$ cat src/rtl/i2s_master_ctrl.sv
module i2s_master_ctrl #(
  parameter int FIFO_DEPTH     = 4,
  parameter int SLOT_BITS      = 32,
  parameter int MCLK_PER_FRAME = 256,
  parameter int MAX_W          = 24
) (
  input  logic        mclk,
  input  logic        rst_n,
  input  logic        reg_wr,
  input  logic        reg_rd,
  input  logic [1:0]  reg_addr,
  input  logic [31:0] reg_wdata,
  output logic [31:0] reg_rdata,
  output logic        i2s_bclk,
  output logic        i2s_ws,
  output logic        i2s_sdo,
  output logic        i2s_sdo_oe,
  input  logic        i2s_sdi
);
  localparam int BIT_CLKS = MCLK_PER_FRAME / (2 * SLOT_BITS);
  localparam int CNT_W    = $clog2(MCLK_PER_FRAME);
  localparam int PH_W     = $clog2(BIT_CLKS);
  localparam int BSEL_W   = $clog2(MAX_W);
  localparam int PW       = $clog2(FIFO_DEPTH);
  localparam logic [PW:0] FULL = (PW+1)'(FIFO_DEPTH);
  localparam logic [PH_W-1:0] SAMPLE_PH = PH_W'(BIT_CLKS / 2);

  logic [4:0]  width;
  logic [1:0]  frame;
  logic        ws_inv, ck_inv, loop_en, pin_in, tx_en, rx_en;
  logic [3:0]  flags;
  logic [1:0]  en_reg;
  logic [CNT_W-1:0] cnt;
  logic        primed;
  logic [MAX_W-1:0] cur_tx, rx_acc;
  logic [MAX_W-1:0] txq [FIFO_DEPTH];
  logic [MAX_W-1:0] rxq [FIFO_DEPTH];
  logic [PW-1:0] tx_wp, tx_rp, rx_wp, rx_rp;
  logic [PW:0]   tx_cnt, rx_cnt;
  logic          slot_valid;
  logic [BSEL_W-1:0] bitsel;
  logic          unused_wbits;

  function automatic logic width_ok(input logic [4:0] w);
    return w inside {5'd8, 5'd16, 5'd18, 5'd20, 5'd24};
  endfunction

  function automatic logic [PW-1:0] nxt(input logic [PW-1:0] p);
    return (p == PW'(FIFO_DEPTH - 1)) ? '0 : p + 1'b1;
  endfunction

  wire run    = en_reg == 2'b01;
  wire wr_dat = reg_wr && reg_addr == 2'd0;
  wire wr_cfg = reg_wr && reg_addr == 2'd1;
  wire wr_en  = reg_wr && reg_addr == 2'd2;
  wire rd_dat = reg_rd && reg_addr == 2'd0;

  wire [PH_W-1:0] phase = cnt[PH_W-1:0];
  wire [CNT_W-2-PH_W:0] pos = cnt[CNT_W-2:PH_W];
  wire ch   = cnt[CNT_W-1];
  wire evt  = run && (cnt[CNT_W-2:0] == '1);
  wire samp = run && (phase == SAMPLE_PH);

  always_comb begin
    int off, rel;
    case (frame)
      2'd1:    off = 0;
      2'd2:    off = SLOT_BITS - int'(width);
      default: off = 1;
    endcase
    rel = int'(pos) - off;
    slot_valid = (rel >= 0) && (rel < int'(width));
    bitsel = slot_valid ? BSEL_W'(int'(width) - 1 - rel) : '0;
  end

  wire tx_bit = slot_valid & cur_tx[bitsel];
  wire din    = loop_en ? tx_bit : i2s_sdi;

  assign i2s_bclk   = (run & phase[PH_W-1]) ^ ck_inv;
  assign i2s_ws     = (run & ch) ^ ws_inv;
  assign i2s_sdo_oe = run & ~pin_in;
  assign i2s_sdo    = i2s_sdo_oe & tx_bit;

  wire tx_push = wr_dat && tx_en && tx_cnt != FULL;
  wire tx_ovf  = wr_dat && tx_en && tx_cnt == FULL;
  wire tx_pop  = evt && tx_en && tx_cnt != '0;
  wire tx_unf  = evt && tx_en && tx_cnt == '0;
  wire rx_try  = evt && primed && rx_en;
  wire rx_push = rx_try && rx_cnt != FULL;
  wire rx_ovf  = rx_try && rx_cnt == FULL;
  wire rx_pop  = rd_dat && rx_cnt != '0;
  wire rx_unf  = rd_dat && rx_cnt == '0;
  wire [3:0] flag_set = {tx_unf, tx_ovf, rx_unf, rx_ovf};

  assign unused_wbits = ^{reg_wdata[31:26], reg_wdata[21:13]};

  always_ff @(posedge mclk) begin
    if (tx_push) txq[tx_wp] <= reg_wdata[MAX_W-1:0];
    if (rx_push) rxq[rx_wp] <= rx_acc;
  end

  always_ff @(posedge mclk or negedge rst_n) begin
    if (!rst_n) begin
      width <= 5'd16; frame <= 2'd0;
      {ws_inv, ck_inv, loop_en, pin_in, tx_en, rx_en} <= '0;
      flags <= '0; en_reg <= 2'b10; cnt <= '1; primed <= 1'b0;
      cur_tx <= '0; rx_acc <= '0;
      tx_wp <= '0; tx_rp <= '0; tx_cnt <= '0;
      rx_wp <= '0; rx_rp <= '0; rx_cnt <= '0;
    end else begin
      if (wr_cfg) begin
        if (width_ok(reg_wdata[4:0])) width <= reg_wdata[4:0];
        if (reg_wdata[8:7] != 2'd3)   frame <= reg_wdata[8:7];
        ws_inv  <= reg_wdata[9];
        loop_en <= reg_wdata[10];
        pin_in  <= reg_wdata[11];
        ck_inv  <= reg_wdata[12];
        tx_en   <= reg_wdata[6];
        rx_en   <= reg_wdata[5];
      end
      flags  <= (wr_cfg ? flags & ~reg_wdata[25:22] : flags) | flag_set;
      if (wr_en) en_reg <= reg_wdata[1:0];
      cnt    <= run ? cnt + 1'b1 : '1;
      primed <= run & (primed | evt);
      if (evt) cur_tx <= tx_pop ? txq[tx_rp] : '0;
      if (!run || evt)              rx_acc <= '0;
      else if (samp && slot_valid)  rx_acc[bitsel] <= din;
      if (!tx_en) begin
        tx_wp <= '0; tx_rp <= '0; tx_cnt <= '0;
      end else begin
        if (tx_push) tx_wp <= nxt(tx_wp);
        if (tx_pop)  tx_rp <= nxt(tx_rp);
        tx_cnt <= tx_cnt + {{PW{1'b0}}, tx_push} - {{PW{1'b0}}, tx_pop};
      end
      if (!rx_en) begin
        rx_wp <= '0; rx_rp <= '0; rx_cnt <= '0;
      end else begin
        if (rx_push) rx_wp <= nxt(rx_wp);
        if (rx_pop)  rx_rp <= nxt(rx_rp);
        rx_cnt <= rx_cnt + {{PW{1'b0}}, rx_push} - {{PW{1'b0}}, rx_pop};
      end
    end
  end

  always_comb begin
    case (reg_addr)
      2'd0:    reg_rdata = (rx_cnt != '0) ? {{(32-MAX_W){1'b0}}, rxq[rx_rp]} : '0;
      2'd1:    reg_rdata = {6'b0, flags, 9'b0, ck_inv, pin_in, loop_en, ws_inv,
                            frame, tx_en, rx_en, width};
      2'd2:    reg_rdata = {30'b0, en_reg};
      default: reg_rdata = '0;
    endcase
  end

  assert_hold_when_off_R2: assert property (@(posedge mclk) disable iff (!rst_n)
    !run |=> (&cnt));
  assert_bit_advance_R3: assert property (@(posedge mclk) disable iff (!rst_n)
    run |=> (cnt == $past(cnt) + 1'b1));
  assert_legal_fields_R5: assert property (@(posedge mclk) disable iff (!rst_n)
    width_ok(width) && frame != 2'd3);
  assert_zero_on_underflow_R8: assert property (@(posedge mclk) disable iff (!rst_n)
    (evt && tx_en && tx_cnt == '0) |=> (cur_tx == '0 && flags[3]));
  assert_no_overflow_R9: assert property (@(posedge mclk) disable iff (!rst_n)
    tx_cnt <= FULL);
  assert_no_overflow_R11: assert property (@(posedge mclk) disable iff (!rst_n)
    rx_cnt <= FULL);
  assert_sticky_flags_R14: assert property (@(posedge mclk) disable iff (!rst_n)
    !wr_cfg |=> ((flags & $past(flags)) == $past(flags)));
endmodule

$ cat config.mk
export PLATFORM = sky130hd
export DESIGN_NAME = i2s_master_ctrl
export DESIGN_NICKNAME = d
export VERILOG_FILES = /design/src/rtl/i2s_master_ctrl.sv
export SDC_FILE = /design/constraint.sdc
export NUM_CORES = 1
export LEC_CHECK = 0
export ABC_CLOCK_PERIOD_IN_PS = 3560
export BUFFER_PORTS_ARGS = -buffer_cell sky130_fd_sc_hd__buf_2
export CORE_MARGIN = 3
export CORE_UTILIZATION = 25
export CTS_BUF_LIST = sky130_fd_sc_hd__clkbuf_16
export CTS_CLUSTER_SIZE = 28
export DETAILED_ROUTE_END_ITERATION = 6
export HOLD_SLACK_MARGIN = 0.02
export PLACE_DENSITY = 0.38
export SLEW_MARGIN = 5
export SYNTH_ARGS = -nofsm -noshare
export SYNTH_HDL_FRONTEND = slang
export SYNTH_SLANG_ARGS = --single-unit
$ cat constraint.sdc
create_clock -name mclk -period 3.56 [get_ports mclk]
set_input_delay 0.178 -clock mclk [delete_from_list [all_inputs] [get_ports mclk]]
set_output_delay 0.178 -clock mclk [all_outputs]
set_load 0.005 [all_outputs]
* Word level (Yosys, flattened, before mapping)
Memories as Yosys holds them, arrays and structs flattened.
Cells that the tools add are included.
** Cells by class
- Equal/unequal tests :: 25
- Bitwise operators :: 13
- Magnitude comparators :: 4
- Add/subtract/negate cells :: 13
- Reductions and logical operators :: 32
- Mux-type cells :: 33
** Operators with widths (number)
- $mux W24 :: 4
- $pmux W26 S3 :: 1
- $pmux W32 S2 :: 1
- $ge A32 B1 Y1 const B :: 1
- $lt A32 B6 Y1 :: 1
- $sub A6 B32 Y32 :: 1
- $bwmux W24 :: 1
- $mux W2 :: 12
- $logic_and A1 B1 Y1 :: 21
- $eq A5 B5 Y1 const B :: 4
- $eq A2 B2 Y1 const B :: 7
- $add A2 B1 Y2 const B :: 4
- $add A8 B1 Y8 const B :: 1
- $mux W8 :: 1
- $ne A2 B1 Y1 const B :: 4
- $eq A7 B7 Y1 const B :: 1
- $mux W1 :: 7
- $sub A6 B5 Y7 const A :: 1
- $add A3 B1 Y3 :: 2
- $and A1 B1 Y1 :: 6
- $eq A2 B1 Y1 const B :: 3
- $eq A3 B3 Y1 const B :: 2
- $logic_not A3 Y1 :: 2
- $lt A5 B6 Y1 const B :: 1
- 25 further kinds :: 31
** Storage, ports and cells
- Bits in registers :: 90
- RAM bits :: 192
- Logic and storage cells :: 142
- Memories :: 2
** Memories
- rxq :: words 4, bits a word 24, read ports 1, clocked after Yosys merged registers in 0, write ports 1, line 37 : logic [MAX_W-1:0] rxq [FIFO_DEPTH];
- txq :: words 4, bits a word 24, read ports 1, clocked after Yosys merged registers in 0, write ports 1, line 36 : logic [MAX_W-1:0] txq [FIFO_DEPTH];

* Longest topological paths before layout
- Word-level depth :: 13
- Gate-level depth with buffers :: 19
- Mapped depth without buffers :: 18

* Worst setup path after synthesis
Ideal clock, no wire load.
- Path kind :: register -> register
- Start point :: register frame[0]
- End point :: register rx_acc[15]
- Stages on the path, launching flop included :: 17
- Required time :: 3424 ps
- Setup slack :: -370 ps
- Arrival :: 3794 ps
- Cells stage by stage :: dfrtp_1 -> inv_1 -> ha_1 -> nor2b_1 -> nand2_1 -> inv_1 -> fa_1 -> fa_1 -> clkbuf_1 -> mux4_2 -> nor2_1 -> nor2_1 -> a2bb2oi_2 -> a41o_4 -> buf_6 -> nor4_1 -> nor3_1
** Between the ends
- Word-level cells in the longest chain between the ends :: 13
- Elaborated cells on any way between the ends :: 23
- Classes of those cells :: 2 x add/sub; 4 x order compare; 2 x eq/ne; 10 x mux; 1 x bitwise; 4 x reduce/logical
** RTL lines
- from (decl) :: line 29 : logic [1:0] frame;
- from (signal assigned) :: line 113 : if (reg_wdata[8:7] != 2'd3) frame <= reg_wdata[8:7];
- $eq A2 B2 Y1 or $eq A2 B1 Y1 (tied branches) :: line 66 : case (frame)
- $pmux W32 S2 * :: line 66
- $sub A6 B32 Y32 * :: line 71 : rel = int'(pos) - off;
- $ge A32 B1 Y1 or $lt A32 B6 Y1 (tied branches) :: line 72 : slot_valid = (rel >= 0) && (rel < int'(width));
- $logic_and A1 B1 Y1 :: line 72
- $mux W5 :: line 73 : bitsel = slot_valid ? BSEL_W'(int'(width) - 1 - rel) : '0;
- $lt A5 B6 Y1 (implied by the code) (tied with other cells) :: line 127 : else if (samp && slot_valid) rx_acc[bitsel] <= din;
- $logic_and A1 B1 Y1 (implied by the code) or $mux W1 (tied branches) :: line 127, 76
- $mux W1 (implied by the code) or $and A1 B1 Y1 (tied branches) :: line 127, 76
- $demux W1 S5 or $mux W1 (tied branches) :: line 127, 77
- $bwmux W24 :: line 127
- $mux W24 :: line 127
- $mux W24 :: line 126 : if (!run || evt) rx_acc <= '0;
- to (signal, indexed assignment) :: line 127
- to (decl) :: line 35 : logic [MAX_W-1:0] cur_tx, rx_acc;
Mark *: on every way between the ends. The rest lies on a longest branch, timed or not. The select of a mux whose other input is x is not followed.
A chain may end at the register's enable or synchronous reset.

* Worst setup path after layout
- Start point :: register frame[0]
- End point :: output port i2s_sdo
** Between the ends
- Word-level cells in the longest chain between the ends :: 10
- Elaborated cells on any way between the ends :: 13
- Classes of those cells :: 2 x add/sub; 2 x order compare; 2 x eq/ne; 4 x mux; 2 x bitwise; 1 x reduce/logical
** RTL lines
- $eq A2 B2 Y1 or $eq A2 B1 Y1 (tied branches) :: line 66
- $pmux W32 S2 * :: line 66
- $sub A6 B32 Y32 * :: line 71
- $ge A32 B1 Y1 or $lt A32 B6 Y1 (tied branches) :: line 72
- $logic_and A1 B1 Y1 :: line 72
- $mux W5 :: line 73
- $bmux W1 S5 :: line 76 : wire tx_bit = slot_valid & cur_tx[bitsel];
- $mux W1 (implied by the code) :: line 76
- $and A1 B1 Y1 * :: line 76
- $and A1 B1 Y1 * :: line 82 : assign i2s_sdo = i2s_sdo_oe & tx_bit;
- to (decl) :: line 16 : output logic i2s_sdo,
Marked as above.

==> out/qor.txt <==
OUTCOME
------------------------------------------------------------------------------------------
Outcome                                                                       finished with violations
Violations in the final reports                                               negative setup slack

GLOBAL ROUTING
------------------------------------------------------------------------------------------
Initial antenna violation count                                                          1
Global-route wire length before repair                                            48600 um
GR Layer Usage met1                                                                  19.1%
Via count of the first global-routing pass                                            7610
GRT Residual Overflow                                                                    0
Most congested layer reported by global routing                                       met1
Met2 global-route usage                                                              18.5%
Maximum number of pins on one net before global-route repair                            65
GRT met3 Usage                                                                       2.17%
Global-route total usage across every layer                                          12.5%

WORST SETUP PATH
------------------------------------------------------------------------------------------
Reg2Reg Launch Point                                                              frame[0]
Startpoint type of the worst setup path                                           register
Crit-path leading delay family                                                 adder cells
Worst path slowest cell                                                               fa_2
Worst path most repeated cell                                                        buf_6
Maximum fanout along the worst path                                                      7
Critical path data required time                                                   3.38 ns
Crit path cell chain                                                          buf_6 > ha_4 > o21ai_2 > ha_2 > fa_2 > fa_2 > buf_6 > mux4_2 > nor2_2 > nor2_2 > a2bb2oi_2 > and4_4 > buf_6
Count of buffering cells on the critical path with inverters included                    3
Reg2Reg Setup Slack                                                               -0.22 ns
Critical Path Sink Type                                                        output port
Reg2Reg Capture Point                                                            rx_acc[5]
Data arrival time of the critical path                                             3.68 ns
Path depth of the worst reg2reg path                                                    16
Peak per-stage delay on the critical path                                          0.56 ns
Crit Path Category                                                                 reg2out

CTS
------------------------------------------------------------------------------------------
Number of buffers created by CTS                                                        35
Clock edge transition at the registers on the reported setup and hold paths        0.06 ns
Number of H-tree levels                                                                  2
Sink Count                                                                             282
CTS Root Cell                                                                    clkbuf_16
Max Buffers Root-to-Sink                                                                 3
Worst skew pair latency                                                            0.53 ns
TritonCTS clock tree                                                                 built

PLACE
------------------------------------------------------------------------------------------
Placement Setup Slack                                                            -0.347 ns
IO Port Bufs                                                                            62
Sum of net half-perimeters after detailed placement                               20700 um
Global placer's final weighted congestion                                            0.729

STA
------------------------------------------------------------------------------------------
Endpoints failing setup                                                                 25
RSZ-0062 raised after global routing                                                   yes
Minimum clock period after layout                                                  3.86 ns
Worst slew margin relative to its limit                                              34.1%
Final total negative setup slack                                                  -4.62 ns
Worst Tran Pin Value                                                              0.988 ns
Pins over their slew limit                                                               0
Maximum operating frequency                                                      0.259 GHz
Final worst path period share                                                         108%
Setup skew after layout                                                          0.0197 ns
Least setup slack across all paths after layout                                  -0.302 ns
Number of hold violations in the final report                                            0

LOGIC SYNTHESIS
------------------------------------------------------------------------------------------
Top cell type's share of synthesized area                                            47.1%
Post-synthesis instance total                                                          795
Synth Area in XOR/XNOR                                                               1.35%
Share of async-settable or async-resettable flops after synthesis                    31.9%
Cell types with the largest area share after synthesis                        edfxtp_1 47%, dfrtp_1 16%, mux4_2 9.9%
Most repeated cell in the gate-level netlist after synthesis                      edfxtp_1
Combinational family with the most area after synthesis                       multiplexers
Number of flops mapped to enable cells by yosys                                        192
Most used DFF post-synth                                                          edfxtp_1
FF+latch count, synth                                                                  282
Cell taking the most area after synthesis                                         edfxtp_1
Yosys cell types                                                                        53
Synthesized area                                                               12200 sq um
Syn_area_per_cell                                                               15.4 sq um
Multiplexer share of the synthesized area                                            11.7%
Most common library cells after synthesis                                     192 x edfxtp_1, 80 x dfrtp_1, 63 x nand2_1
Adder-cell area share of the yosys netlist                                           4.21%
Count of yosys warnings during synthesis                                                 0
Synth Area in Compound Gates                                                         5.75%
Simple-gate share of the synthesized area                                            8.74%
Share of the yosys chip area belonging to registers                                  65.6%

LAYOUT
------------------------------------------------------------------------------------------
Registers with the most flip-flops                                            rxq (96), txq (96)
Ratio of cells with drive above 1 in the final layout                                33.0%
Area Growth Syn to Fin                                                               28.0%
Antenna diode count                                                                      0
Final net count                                                                       1043

DETAILED ROUTING
------------------------------------------------------------------------------------------
TritonRoute pass-1 iters                                                                 4
Total via count in the routed design                                                  7186
Number of vias per cell                                                               4.47
Number of DRC markers in iteration 0                                                   438
Number of routed nets with antenna violations                                            0
Wirelength, routed                                                                31400 um
Routed wire per std cell                                                           19.5 um
DRC violations left                                                                      0

MIN PATH
------------------------------------------------------------------------------------------
Number of stages on the worst hold path                                                  3
WHS Endpoint                                                                      flags[2]
Hold/Removal Path Class                                                             in2reg
Hold wc startpoint                                                                  reg_wr

FLOORPLANNING
------------------------------------------------------------------------------------------
Number of rows created at floorplan                                                     80
Starting utilization of the core area                                                25.5%
DIE AREA                                                                       51700 sq um
Core footprint                                                                 48000 sq um
Y dimension of the die                                                              227 um
Die X-Extent                                                                        227 um
Count of pins on the block boundary                                                     75

POWER AND IR DROP
------------------------------------------------------------------------------------------
Largest voltage drop on the vdd net                                               0.391 mV
Power density over the cells                                                   668 nW/um^2
Leakage power summed over all cells                                                5.87 nW

RUN
------------------------------------------------------------------------------------------
MaxCap Viol Count                                                                        0

==> kinds of logic (layout without fill, tap and decap cells) <==
group / Yosys count / in the layout
simple gates: 212 / 212
fa+ha+maj: 39 / 39
compound gates: 96 / 97
mux: 75 / 75
other cells: 1 / 6
xor+xnor: 18 / 18
flops: 282 / 282
buf+inv: 72 / 263
==> cell usage in the layout, fill, tap and decap left out, types with 13 or more instances in the layout <==
master,n
mux2i_1,16
mux4_2,54
dfrtp_1,77
nor2_1,37
and2_1,27
nor3_1,16
inv_1,33
clkbuf_16,36
buf_2,60
a22o_1,34
o21ai_0,13
edfxtp_1,192
buf_4,68
dlygate4sd3_1,28
nand2_1,62
a21oi_1,18
ha_1,24
==> power by group <==
| group | internal (mW) | leakage, nW | switching, mW |
|---|---|---|---|
| Combinational | 1.58 | 2.35 | 1.77 |
| Sequential | 3.61 | 2.95 | 0.101 |
| Clock | 2.05 | 0.565 | 1.35 |
| Total | 7.24 | 5.87 | 3.23 |
==> worst register-to-register path, stage by stage, from the launching register on <==
cell and delay (ns):
dfrtp_1 0.40, buf_6 0.13, ha_4 0.15, o21ai_2 0.11
ha_2 0.21, fa_2 0.46, fa_2 0.56, buf_6 0.14
mux4_2 0.32, nor2_2 0.13, nor2_2 0.06, a2bb2oi_2 0.16
buf_4 0.14, a41o_4 0.32, buf_12 0.16, mux2i_2 0.14
nor2_1 0.07
==> per-layer routing <==
layer  vias to the layer above  wire [um]
met5                         -          0
li1                       3340          -
met3                        40       1100
met1                      3705      16100
met4                         0        548
met2                       101      13600
==> cell type report <==
type	instances	area, sq um
clock buffer	36	901
clock inverter	27	205
fill	4716	32400
inverter	30	113
multi-input combinational	447	4320
sequential	282	8030
tap	615	769
timing repair buffer	170	1340
==> timing repair <==
action	CTS	global route
pin swaps	23	24
hold endpoints to repair	164	0
cloned	2	0
resized for setup	45	25
setup endpoints to repair	25	25
hold buffers	28	0
buffers inserted	10	1
==> through the flow <==
step | hold slack, ns | power [mW] | instance area, sq um | instances | utilization [%]
floorplan | -0.118 | 5.20 | 12300 | 800 | -
global placement | 0.393 | 6.25 | 13800 | 1503 | 28.7
detailed placement | 0.394 | 6.24 | 13800 | 1503 | 28.7
CTS | 0.0427 | 10.4 | 15500 | 1606 | 32.3
global route | 0.0825 | 11.0 | 15700 | 1607 | 32.6
finish | 0.0628 | 10.5 | 15700 | 1607 | 32.6
==> worst max path at each step <==
stage	from	endpoint	slack, ns	depth (start not counted)
finish	frame[0]	i2s_sdo	-0.30	13
global placement	frame[1]	rx_acc[11]	-0.34	15
global route	frame[0]	i2s_sdo	-0.45	14
detailed placement	frame[0]	rx_acc[21]	-0.35	14
floorplan	frame[0]	rx_acc[13]	0.001	18
CTS	frame[0]	i2s_sdo	-0.34	13
(Power assumes the default switching activity.)
